==> src/rtl/pfc_pkg.sv <==
package pfc_pkg;

  typedef enum logic [1:0] {
    SZ_BYTE = 2'd0,
    SZ_HALF = 2'd1,
    SZ_WORD = 2'd2,
    SZ_WRD2 = 2'd3
  } fetch_size_e;

  localparam int LINE_BITS = 128;

  // Content of flash word number widx (array model pattern)
  function automatic logic [31:0] flash_word(input logic [15:0] widx);
    return {widx ^ 16'hA5C3, widx ^ 16'h96E1};
  endfunction

  // Select word, then lane, from a buffered line; zero-extend
  function automatic logic [31:0] pick_lane(input logic [LINE_BITS-1:0] line,
                                            input logic [3:0] lo,
                                            input logic narrow,
                                            input fetch_size_e sz);
    logic [1:0]  ws;
    logic [31:0] w;
    ws = narrow ? {1'b0, lo[2]} : lo[3:2];
    w  = line[ws*32 +: 32];
    case (sz)
      SZ_BYTE: return {24'd0, w[lo[1:0]*8 +: 8]};
      SZ_HALF: return {16'd0, w[lo[1]*16 +: 16]};
      default: return w;
    endcase
  endfunction

endpackage

==> src/rtl/pfc_flash_array.sv <==
module pfc_flash_array import pfc_pkg::*; #(
  parameter int FLASH_AW = 12,
  parameter int WS_W     = 4
) (
  input  logic                  clk,
  input  logic                  rst_n,
  input  logic                  start_i,
  input  logic [FLASH_AW-4:0]   start_line_i,
  input  logic                  narrow_i,
  input  logic [WS_W-1:0]       wait_i,
  input  logic                  abort_i,
  output logic                  busy_o,
  output logic [FLASH_AW-4:0]   line_o,
  output logic                  done_o,
  output logic [LINE_BITS-1:0]  rdata_o
);
  localparam int LINE_W = FLASH_AW - 3;

  logic              busy_q, nar_q;
  logic [WS_W-1:0]   cnt_q;
  logic [LINE_W-1:0] line_q;

  assign busy_o = busy_q;
  assign line_o = line_q;
  assign done_o = busy_q && (cnt_q == '0);

  always_ff @(posedge clk or negedge rst_n) begin
    if (!rst_n) begin
      busy_q <= 1'b0;
      nar_q  <= 1'b0;
      cnt_q  <= '0;
      line_q <= '0;
    end else if (start_i) begin
      busy_q <= 1'b1;
      nar_q  <= narrow_i;
      cnt_q  <= wait_i;
      line_q <= start_line_i;
    end else if (abort_i || done_o) begin
      busy_q <= 1'b0;
    end else if (busy_q) begin
      cnt_q <= cnt_q - 1'b1;
    end
  end

  // Line contents, computed from the latched line number
  always_comb begin
    for (int i = 0; i < 4; i++) begin
      logic [15:0] widx;
      if (nar_q) widx = 16'({line_q, 1'b0}) + 16'(i);
      else       widx = 16'({line_q[LINE_W-2:0], 2'b00}) + 16'(i);
      if (nar_q && i >= 2) rdata_o[i*32 +: 32] = '0;
      else                 rdata_o[i*32 +: 32] = flash_word(widx);
    end
  end

  a_r1_issue_busy: assert property (@(posedge clk) disable iff (!rst_n)
    start_i |=> busy_o);

  a_r1_zero_wait_done: assert property (@(posedge clk) disable iff (!rst_n)
    (start_i && wait_i == '0) |=> done_o);

endmodule

==> src/rtl/pfc_line_store.sv <==
module pfc_line_store import pfc_pkg::*; #(
  parameter int LINE_W = 9
) (
  input  logic                  clk,
  input  logic                  rst_n,
  input  logic                  clr_all_i,
  input  logic                  clr_en_i,
  input  logic                  clr_idx_i,
  input  logic                  wr_en_i,
  input  logic                  wr_idx_i,
  input  logic [LINE_W-1:0]     wr_tag_i,
  input  logic [LINE_BITS-1:0]  wr_data_i,
  input  logic [LINE_W-1:0]     look_tag_i,
  input  logic [LINE_W-1:0]     next_tag_i,
  output logic                  hit_o,
  output logic                  hit_idx_o,
  output logic [LINE_BITS-1:0]  hit_line_o,
  output logic                  other_has_next_o,
  output logic [1:0]            valid_o
);
  localparam int N_BUF = 2;

  logic [N_BUF-1:0]                vld;
  logic [N_BUF-1:0][LINE_W-1:0]    tag_w;
  logic [N_BUF-1:0][LINE_BITS-1:0] dat_w;
  logic [N_BUF-1:0]                hit_vec;

  for (genvar g = 0; g < N_BUF; g++) begin : gen_ent
    logic                 valid_q;
    logic [LINE_W-1:0]    tag_q;
    logic [LINE_BITS-1:0] data_q;

    always_ff @(posedge clk or negedge rst_n) begin
      if (!rst_n) begin
        valid_q <= 1'b0;
        tag_q   <= '0;
        data_q  <= '0;
      end else if (clr_all_i) begin
        valid_q <= 1'b0;
      end else if (wr_en_i && wr_idx_i == 1'(g)) begin
        valid_q <= 1'b1;
        tag_q   <= wr_tag_i;
        data_q  <= wr_data_i;
      end else if (clr_en_i && clr_idx_i == 1'(g)) begin
        valid_q <= 1'b0;
      end
    end

    assign vld[g]     = valid_q;
    assign tag_w[g]   = tag_q;
    assign dat_w[g]   = data_q;
    assign hit_vec[g] = valid_q && (tag_q == look_tag_i);
  end

  assign hit_o            = |hit_vec;
  assign hit_idx_o        = hit_vec[1];
  assign hit_line_o       = dat_w[hit_idx_o];
  assign other_has_next_o = vld[~hit_idx_o] && (tag_w[~hit_idx_o] == next_tag_i);
  assign valid_o          = vld;

  // a line never sits valid in both buffers
  a_r3_single_owner: assert property (@(posedge clk) disable iff (!rst_n)
    $onehot0(hit_vec));

endmodule

==> src/rtl/pfc_lane_pick.sv <==
module pfc_lane_pick import pfc_pkg::*; (
  input  logic [LINE_BITS-1:0] line_i,
  input  logic [3:0]           lo_i,
  input  logic                 narrow_i,
  input  logic [1:0]           size_i,
  output logic [31:0]          data_o
);
  assign data_o = pick_lane(line_i, lo_i, narrow_i, fetch_size_e'(size_i));
endmodule

==> src/rtl/pfc_code_prefetch.sv <==
module pfc_code_prefetch import pfc_pkg::*; #(
  parameter int ADDR_W   = 20,
  parameter int FLASH_AW = 12,
  parameter int WS_W     = 4
) (
  input  logic              clk,
  input  logic              rst_n,
  input  logic [WS_W-1:0]   cfg_wait_states,
  input  logic              cfg_narrow,
  input  logic              fetch_valid,
  input  logic [ADDR_W-1:0] fetch_addr,
  input  logic [1:0]        fetch_size,
  output logic              fetch_ready,
  output logic [31:0]       fetch_rdata
);
  localparam int LINE_W = FLASH_AW - 3;
  localparam logic [LINE_W-1:0] ONE_L = 1;
  localparam logic [LINE_W-2:0] ONE_S = 1;

  function automatic logic [LINE_W-1:0] line_of(input logic [FLASH_AW-1:0] off,
                                                input logic nar);
    return nar ? off[FLASH_AW-1:3] : {1'b0, off[FLASH_AW-1:4]};
  endfunction

  function automatic logic [LINE_W-1:0] next_line(input logic [LINE_W-1:0] l,
                                                  input logic nar);
    return nar ? (l + ONE_L) : {1'b0, l[LINE_W-2:0] + ONE_S};
  endfunction

  // Bits above the flash span only alias
  logic addr_unused;
  assign addr_unused = ^fetch_addr[ADDR_W-1:FLASH_AW];

  // Configuration tracking
  logic [WS_W-1:0] wait_q;
  logic            narrow_q;
  logic            cfg_chg;

  always_ff @(posedge clk or negedge rst_n) begin
    if (!rst_n) begin
      wait_q   <= '0;
      narrow_q <= 1'b0;
    end else begin
      wait_q   <= cfg_wait_states;
      narrow_q <= cfg_narrow;
    end
  end
  assign cfg_chg = (cfg_wait_states != wait_q) || (cfg_narrow != narrow_q);

  // Named internal events
  logic [LINE_W-1:0]    req_line, nxt_line, start_line, fl_line;
  logic                 hit, hit_idx, other_has_next;
  logic                 inflight_req, inflight_next;
  logic                 pf_start, dm_start, fl_start, start_buf;
  logic                 fl_busy, fl_done, buf_wr;
  logic [1:0]           buf_valid;
  logic [LINE_BITS-1:0] fl_rdata, hit_line;
  logic                 op_buf_q;

  assign req_line      = line_of(fetch_addr[FLASH_AW-1:0], cfg_narrow);
  assign nxt_line      = next_line(req_line, cfg_narrow);
  assign inflight_req  = fl_busy && (fl_line == req_line);
  assign inflight_next = fl_busy && (fl_line == nxt_line);

  assign pf_start   = fetch_valid && !cfg_chg && hit && !other_has_next && !inflight_next;
  assign dm_start   = fetch_valid && !cfg_chg && !hit && !inflight_req;
  assign fl_start   = pf_start || dm_start;
  assign start_line = dm_start ? req_line : nxt_line;
  assign start_buf  = dm_start ? 1'b0 : ~hit_idx;
  assign buf_wr     = fl_done && !fl_start && !cfg_chg;

  always_ff @(posedge clk or negedge rst_n) begin
    if (!rst_n)        op_buf_q <= 1'b0;
    else if (fl_start) op_buf_q <= start_buf;
  end

  pfc_flash_array #(.FLASH_AW(FLASH_AW), .WS_W(WS_W)) u_array (
    .clk          (clk),
    .rst_n        (rst_n),
    .start_i      (fl_start),
    .start_line_i (start_line),
    .narrow_i     (cfg_narrow),
    .wait_i       (cfg_wait_states),
    .abort_i      (cfg_chg),
    .busy_o       (fl_busy),
    .line_o       (fl_line),
    .done_o       (fl_done),
    .rdata_o      (fl_rdata)
  );

  pfc_line_store #(.LINE_W(LINE_W)) u_store (
    .clk              (clk),
    .rst_n            (rst_n),
    .clr_all_i        (cfg_chg),
    .clr_en_i         (fl_start),
    .clr_idx_i        (start_buf),
    .wr_en_i          (buf_wr),
    .wr_idx_i         (op_buf_q),
    .wr_tag_i         (fl_line),
    .wr_data_i        (fl_rdata),
    .look_tag_i       (req_line),
    .next_tag_i       (nxt_line),
    .hit_o            (hit),
    .hit_idx_o        (hit_idx),
    .hit_line_o       (hit_line),
    .other_has_next_o (other_has_next),
    .valid_o          (buf_valid)
  );

  pfc_lane_pick u_lane (
    .line_i   (hit_line),
    .lo_i     (fetch_addr[3:0]),
    .narrow_i (cfg_narrow),
    .size_i   (fetch_size),
    .data_o   (fetch_rdata)
  );

  assign fetch_ready = fetch_valid && hit && !cfg_chg;

  a_r9_cfg_flush: assert property (@(posedge clk) disable iff (!rst_n)
    cfg_chg |=> (buf_valid == 2'b00));

  a_r5_idle_hold: assert property (@(posedge clk) disable iff (!rst_n)
    (!fetch_valid && !cfg_chg && !fl_done) |=> (buf_valid == $past(buf_valid)));

  a_r3_freed_buffer: assert property (@(posedge clk) disable iff (!rst_n)
    fl_start |=> !buf_valid[op_buf_q]);

  a_r6_byte_zero_ext: assert property (@(posedge clk) disable iff (!rst_n)
    (fetch_ready && fetch_size == 2'd0) |-> (fetch_rdata[31:8] == 24'd0));

endmodule

==> config.mk <==
export PLATFORM = sky130hd
export DESIGN_NAME = pfc_code_prefetch
export DESIGN_NICKNAME = d
export VERILOG_FILES = /design/src/rtl/pfc_pkg.sv /design/src/rtl/pfc_flash_array.sv /design/src/rtl/pfc_line_store.sv /design/src/rtl/pfc_lane_pick.sv /design/src/rtl/pfc_code_prefetch.sv
export SDC_FILE = /design/constraint.sdc
export NUM_CORES = 1
export LEC_CHECK = 0
export BUFFER_PORTS_ARGS = -buffer_cell sky130_fd_sc_hd__buf_2
export CORE_MARGIN = 8
export CORE_UTILIZATION = 41
export CTS_BUF_LIST = sky130_fd_sc_hd__clkbuf_16
export DETAILED_ROUTE_END_ITERATION = 12
export GPL_TIMING_DRIVEN = 0
export PLACE_DENSITY = 0.7
export SLEW_MARGIN = 0
export SYNTH_ARGS = -nofsm -noshare
export SYNTH_HDL_FRONTEND = slang
export SYNTH_SLANG_ARGS = --single-unit
==> constraint.sdc <==
create_clock -name clk -period 3.04 [get_ports clk]
set_clock_uncertainty 0.2 [all_clocks]
set_input_delay 0.152 -clock clk [delete_from_list [all_inputs] [get_ports clk]]
set_output_delay 0.152 -clock clk [all_outputs]
set_load 0.005 [all_outputs]
## After elaboration in Yosys (flattened, before gate mapping)

Cells that the tools add are included.

- Register bits: 297
- Bits in latches: 0
- Bits in writable memories: 0
- ROM bits: 0
- Input bits: 30
- Output and inout bits: 33
- Logic and storage cells: 116
- Memories: 0

- $add $sub $neg: 9
- $mul: 0
- Div/mod/pow operators: 0
- Magnitude comparators: 2
- Eq/ne operators: 9
- Shift-type cells: 3
- Mux-type cells: 29
- Bitwise gates (word level): 12
- Reductions and logical operators: 39

Operators by type and width:

| cell | count |
|---|---|
| $mux W128 | 2 |
| $shiftx A128 B8 Y32 | 1 |
| $mux W32 | 2 |
| $pmux W32 S2 | 1 |
| $mux W16 | 3 |
| $not A8 Y8 | 6 |
| $eq A9 B9 Y1 | 5 |
| $mux W9 | 5 |
| $add A10 B2 Y11 const B | 4 |
| $shiftx A32 B6 Y16 | 1 |
| $shiftx A32 B6 Y8 | 1 |
| $add A10 B1 Y11 const B | 2 |
| $logic_and A1 B1 Y1 | 20 |
| $not A5 Y8 | 2 |
| $mux W4 | 3 |
| $mux W1 | 11 |
| $mux W10 | 1 |
| $add A9 B1 Y9 const B | 1 |
| $add A8 B1 Y8 const B | 1 |
| $logic_not A1 Y1 | 6 |
| $reduce_and A2 Y1 | 3 |
| $reduce_bool A3 Y1 | 2 |
| $logic_not A4 Y1 | 1 |
| $lt A1 B2 Y1 const B | 2 |
| 11 further kinds | 17 |

## Longest topological paths before layout

- Depth after elaboration: 18
- Depth in mapped cells: 16
- Gate-level depth less buffers: 12

## Modules after synthesis

A second synthesis with hierarchy kept.

- Cells, all modules: 1518
- Area total of the unflattened synthesis: 16512.1 sq um

Modules (own cells, without submodules):

| module | instances | cells each | area an instance (sq um) | seq. area each (sq um) |
|---|---|---|---|---|
| pfc_line_store | 1 | 1074 | 12428.2 | 6906.6 |
| pfc_flash_array | 1 | 188 | 1621.6 | 375.4 |
| pfc_lane_pick | 1 | 119 | 1297.5 | 0.0 |
| pfc_code_prefetch | 1 | 137 | 1164.9 | 150.1 |

## Worst setup path before layout

OpenSTA, ideal clock, no wires.

- Kind: input-to-reg
- From: in cfg_narrow
- To: reg u_store.gen_ent[1].data_q[117]
- Setup time: 0.127 ns
- Arrival: 3.550 ns
- Slack: -0.837 ns
- Stages on the path: 16
- Cells stage by stage: buf_4 > buf_6 > mux2i_4 > inv_1 > ha_1 > nand3_1 > nor3_1 > mux2_2 > nor4_1 > or4b_1 > a21boi_2 > a31oi_1 > nor3_2 > buf_4 > buf_6 > mux2_1

- Word-level cells in the longest chain between the ends: 16
- Elaborated cells between the ends (all ways): 39

RTL lines:

| what | line | text |
|---|---|---|
| start: declaration | pfc_code_prefetch.sv:9 | `input logic cfg_narrow,` |
| branches (longest 15 deep; another with $add A9 B1 Y9) | - |  |
| $reduce_and A2 Y1 (no line) (*) | - |  |
| end signal: assignment | pfc_line_store.sv:43 | `data_q <= wr_data_i;` |
| end: declaration | pfc_line_store.sv:31 | `logic [LINE_BITS-1:0] data_q;` |

Every way passes the cells marked *. The select of a mux whose other input is x is not followed.
A chain may end at the register's enable or synchronous reset.

## Worst setup path in the final report

- From: reg u_store.gen_ent[1].tag_q[5]
- To: reg u_store.gen_ent[1].data_q[114]

- Word-level cells in the longest chain between the ends: 15
- Elaborated cells between the ends (all ways): 22

RTL lines:

| what | line | text |
|---|---|---|
| start: declaration | pfc_line_store.sv:30 | `logic [LINE_W-1:0] tag_q;` |
| start signal: assignment | pfc_line_store.sv:42 | `tag_q <= wr_tag_i;` |
| $eq A9 B9 Y1 | pfc_line_store.sv:52 | `assign hit_vec[g] = valid_q && (tag_q == look_tag_i);` |
| $logic_and A1 B1 Y1 | pfc_line_store.sv:52 |  |
| $mux W9 (not written as such) (2 in series) | pfc_line_store.sv:58 | `assign other_has_next_o = vld[~hit_idx_o] && (tag_w[~hit_idx_o] == next_tag_i);` |
| $eq A9 B9 Y1 | pfc_line_store.sv:58 |  |
| $logic_and A1 B1 Y1 | pfc_line_store.sv:58 |  |
| $logic_not A1 Y1 | pfc_code_prefetch.sv:65 | `assign pf_start = fetch_valid && !cfg_chg && hit && !other_has_next && !inflight_next;` |
| $logic_and A1 B1 Y1 (2 in series) | pfc_code_prefetch.sv:65 |  |
| $logic_or A1 B1 Y1 (*) | pfc_code_prefetch.sv:67 | `assign fl_start = pf_start \|\| dm_start;` |
| $logic_not A1 Y1 (*) | pfc_code_prefetch.sv:70 | `assign buf_wr = fl_done && !fl_start && !cfg_chg;` |
| $logic_and A1 B1 Y1 (*) (2 in series) | pfc_code_prefetch.sv:70 |  |
| $logic_and A1 B1 Y1 (*) | pfc_line_store.sv:40 | `end else if (wr_en_i && wr_idx_i == 1'(g)) begin` |
| $reduce_and A2 Y1 (no line) (*) | - |  |

Every way passes the cells marked *; elsewhere a longest branch is shown, timed or not. The select of a mux whose other input is x is not followed.

==> results.py <==
metrics = {
    "timing": {
        "finalCriticalPeriod_ns": 3.55,
        "worst_slack_ns": -0.514,
        "setup_violations": 120,
        "maxSlewViolCount": 0,
        "maxSlewHeadroom_pct": 52.8,
        "rsz0062_at_grt": "yes",
        "hold_violations": 0,
        "max_clock_freq_ghz": 0.281,
        "worstMarginPinSlew_ns": 0.694,
        "tns_ns": -43.61,
        "fin_crit_sh_pct": 117,
    },
    "clock_network": {
        "root_buffer": "clkbuf_16",
        "clkSlewWorstSetupHoldPaths_ns": 0.07,
        "insertion_delay_ns": 0.35,
        "cts_made_buffers": 9,
        "cts_buffer_depth": 2,
        "cts.sinks": 99,
        "tritoncts": "yes",
        "htree_levels": 3,
    },
    "flow_run": {
        "max_cap_violations": 0,
    },
    "cells_and_area": {
        "layout-drive-gt1-share_pct": 44.7,
        "syn_to_final_growth_pct": 35.6,
        "fillCellCount": 1308,
        "nets": 762,
        "stdcell_count": 950,
        "multi_input_area_mm2": 0.00416,
        "utilization_pct": 56.0,
        "seq_area_mm2": 0.00248,
        "n_antenna_cell": 0,
    },
    "die": {
        "io_pins": 63,
        "die_x_um": 142,
        "start_util_pct": 41.3,
        "core_region_area_mm2": 0.0157,
        "die_y_um": 142,
        "die-area_mm2": 0.0200,
        "placementRows": 46,
    },
    "grt": {
        "grt_pass1_vias": 5522,
        "grt_max_degree": 73,
        "grtUsageTotal_pct": 19.2,
        "antenna_found_initial": 0,
        "grt_pass1_wl_mm": 30.0,
        "overflow": 0,
    },
    "hold_path": {
        "hp-start": "cfg_narrow",
        "whs_endpoint": "u_array.line_o[0]",
        "hold_class": "input port to flip-flop",
        "hold_depth": 4,
    },
    "synthesis": {
        "ys_top_cells_by_count": "dfrtp_1, mux2_2, xnor2_1",
        "yosys.area_share.simple_pct": 13.9,
        "synth_cell_types": 66,
        "synthArstFlopShare_pct": 100,
        "ys_top_cells_by_area": "dfrtp_1, mux2_2, mux4_2",
        "yosys_warnings": 0,
        "synth_area_per_cell_um2": 10.8,
        "synth_top_area_cell": "dfrtp_1",
        "synth_xor_area_share_pct": 8.41,
        "yosysMostFrequentCell": "dfrtp_1",
        "synth_seq_cells": 99,
        "synth_fa_ha_area_share_pct": 0.581,
        "synth_seq_area_share_pct": 38.4,
        "synth_top_cell_area_share_pct": 38.4,
        "muxShareOfSynthArea_pct": 24.0,
        "synth_top_family_by_area": "multiplexers",
        "synth_edf_count": 0,
        "synthCells": 600,
        "synth_compound_area_share_pct": 9.38,
        "ys.flop_type": "dfrtp_1",
        "syn_area_mm2": 0.00646,
    },
    "setup_path": {
        "critPathArrivalTime_ns": 3.58,
        "rr_worst_depth": 12,
        "critPathLaunchType": "flip-flop",
        "path_class": "flip-flop to flip-flop",
        "reg2reg_setup_slack_ns": -0.51,
        "crit_buf_inv": 3,
        "r2r-end": "u_store.gen_ent[1].data_q[114]",
        "critPathRequiredTime_ns": 3.07,
        "critPathMaxFanout": 10,
        "cpPeakStageDelay_ns": 0.44,
        "end_kind": "flip-flop",
        "r2r-start": "u_store.gen_ent[1].tag_q[5]",
        "critical_path.top_delay_family": "multiplexers",
        "crit_path_cell_trace": "mux2i_1 > xnor2_1 > a2111oi_2 > buf_4 > nand4_1 > buf_6 > mux2i_1 > xor2_2 > a31oi_4 > nor3_4 > buf_4 > mux2_2",
        "crit_path_top_delay_cell": "dfrtp_2",
    },
    "route": {
        "vias": 5405,
        "routed_wl_mm": 19.6,
        "dr.pass1.iters": 5,
        "route.detailed.drc": 0,
        "wl_per_cell_um": 20.6,
        "ant_nets": 0,
        "drtIter0Drc": 559,
        "via_per_inst": 5.69,
    },
    "placement": {
        "place_congestion": 0.959,
        "numPortBuffers": 44,
        "dp.cells": 865,
        "hpwl_mm": 12.8,
    },
    "power_and_ir_drop": {
        "total_power_mw": 3.67,
        "power.leakage_nw": 4.09,
        "max-vdd-ir-drop_v": 0.000370,
        "pwr_density_cell_mw_per_mm2": 419,
    },
    "run_status": {
        "violations": "setup timing",
        "status": "finished with violations",
    },
}
## flip-flops by register name, indices dropped and copies added, names as in the netlist
register                 count
u_store.gen_ent.tag_q       18
wait_q                       4
u_array.line_o               9
u_store.gen_ent.data_q      58
u_array.nar_q                1
op_buf_q                     1
u_array.cnt_q                4
u_array.busy_o               1
u_store.gen_ent.valid_q      2
narrow_q                     1
## worst min-delay path, delay by kind of cell
| family | cells | cell delay [ns] |
|---|---|---|
| mux | 1 | 0.08 |
| compound gates | 1 | 0.09 |
| buf+inv | 2 | 0.23 |
## how the worst max path moves through the flow
| stage | start | to | slack (ns) | depth (start not counted) |
|---|---|---|---|---|
| 3_5_place_dp | cfg_narrow | u_store.gen_ent[1].data_q[119] | -1.30 | 17 |
| 3_3_place_gp | cfg_narrow | u_store.gen_ent[1].data_q[117] | -1.27 | 17 |
| 2_1_floorplan | cfg_narrow | u_store.gen_ent[1].data_q[117] | -0.59 | 16 |
| 4_1_cts | cfg_narrow | u_store.gen_ent[1].data_q[119] | -0.44 | 17 |
| 5_1_grt | u_store.gen_ent[1].tag_q[6] | u_store.gen_ent[1].data_q[119] | -0.63 | 13 |
| 6_report | u_store.gen_ent[1].tag_q[5] | u_store.gen_ent[1].data_q[114] | -0.51 | 12 |
## repair_timing
item                                    4_1_cts  5_1_grt
endpoints found under the setup margin      122      121
pin swaps                                    22       23
hold buffers                                  6        0
gates cloned                                  2        4
hold endpoints to repair                    108        0
buffers inserted                             43       17
gates resized for setup                      87       78
## area by class of cell
type | count | share of cell area, %
Multi-Input combinational cell | 434 | 47.5
Sequential cell | 99 | 28.3
Timing Repair Buffer | 116 | 12.5
Buffer | 45 | 4.39
Tap cell | 216 | 3.09
Clock buffer | 9 | 2.57
Inverter | 24 | 1.03
Clock inverter | 7 | 0.686
## layout by cell type, fill, tap and decap left out, types with 25 or more instances in the layout
cell type   n
nand2_1    27
buf_6      31
xnor2_1    28
mux2_2     46
mux2i_1    27
buf_2      37
mux2_4     25
nor2_1     28
buf_4      47
dfrtp_1    98
## power by group
group          switching (mW)  leakage, nW  internal (mW)
Sequential             0.0897         1.30           1.40
Clock                   0.489        0.145          0.628
Combinational           0.613         2.65          0.444
Total                    1.19         4.09           2.47
## per-stage QoR
step	worst slack (ns)	hold slack (ns)	cell area (um2)
after floorplan	-0.588	-0.344	6630
after global placement	-1.27	0.0963	7120
after detailed placement	-1.30	-0.0910	7150
after CTS	-0.445	0.0957	8220
after global routing	-0.626	0.0697	8760
final	-0.514	0.0340	8760
## metal layers
layer  vias up  wire length, um  track usage (%)
li1       2389                -                -
met1      2709             7910             23.5
met2       250             9640             31.9
met3        57             1330             4.81
met4         0              692             7.91
met5         -                0                0
## cell families after synthesis
| logic type | count (synthesis) |
|---|---|
| muxes | 123 |
| DFF | 99 |
| adders and majority gates | 3 |
| xor gates and xnor gates | 54 |
| AOI/OAI and AO/OA | 83 |
| and+or+nand+nor | 166 |
| other | 1 |
| buffers and inverters | 71 |
No activity file was read; power rests on OpenSTA's default activity.
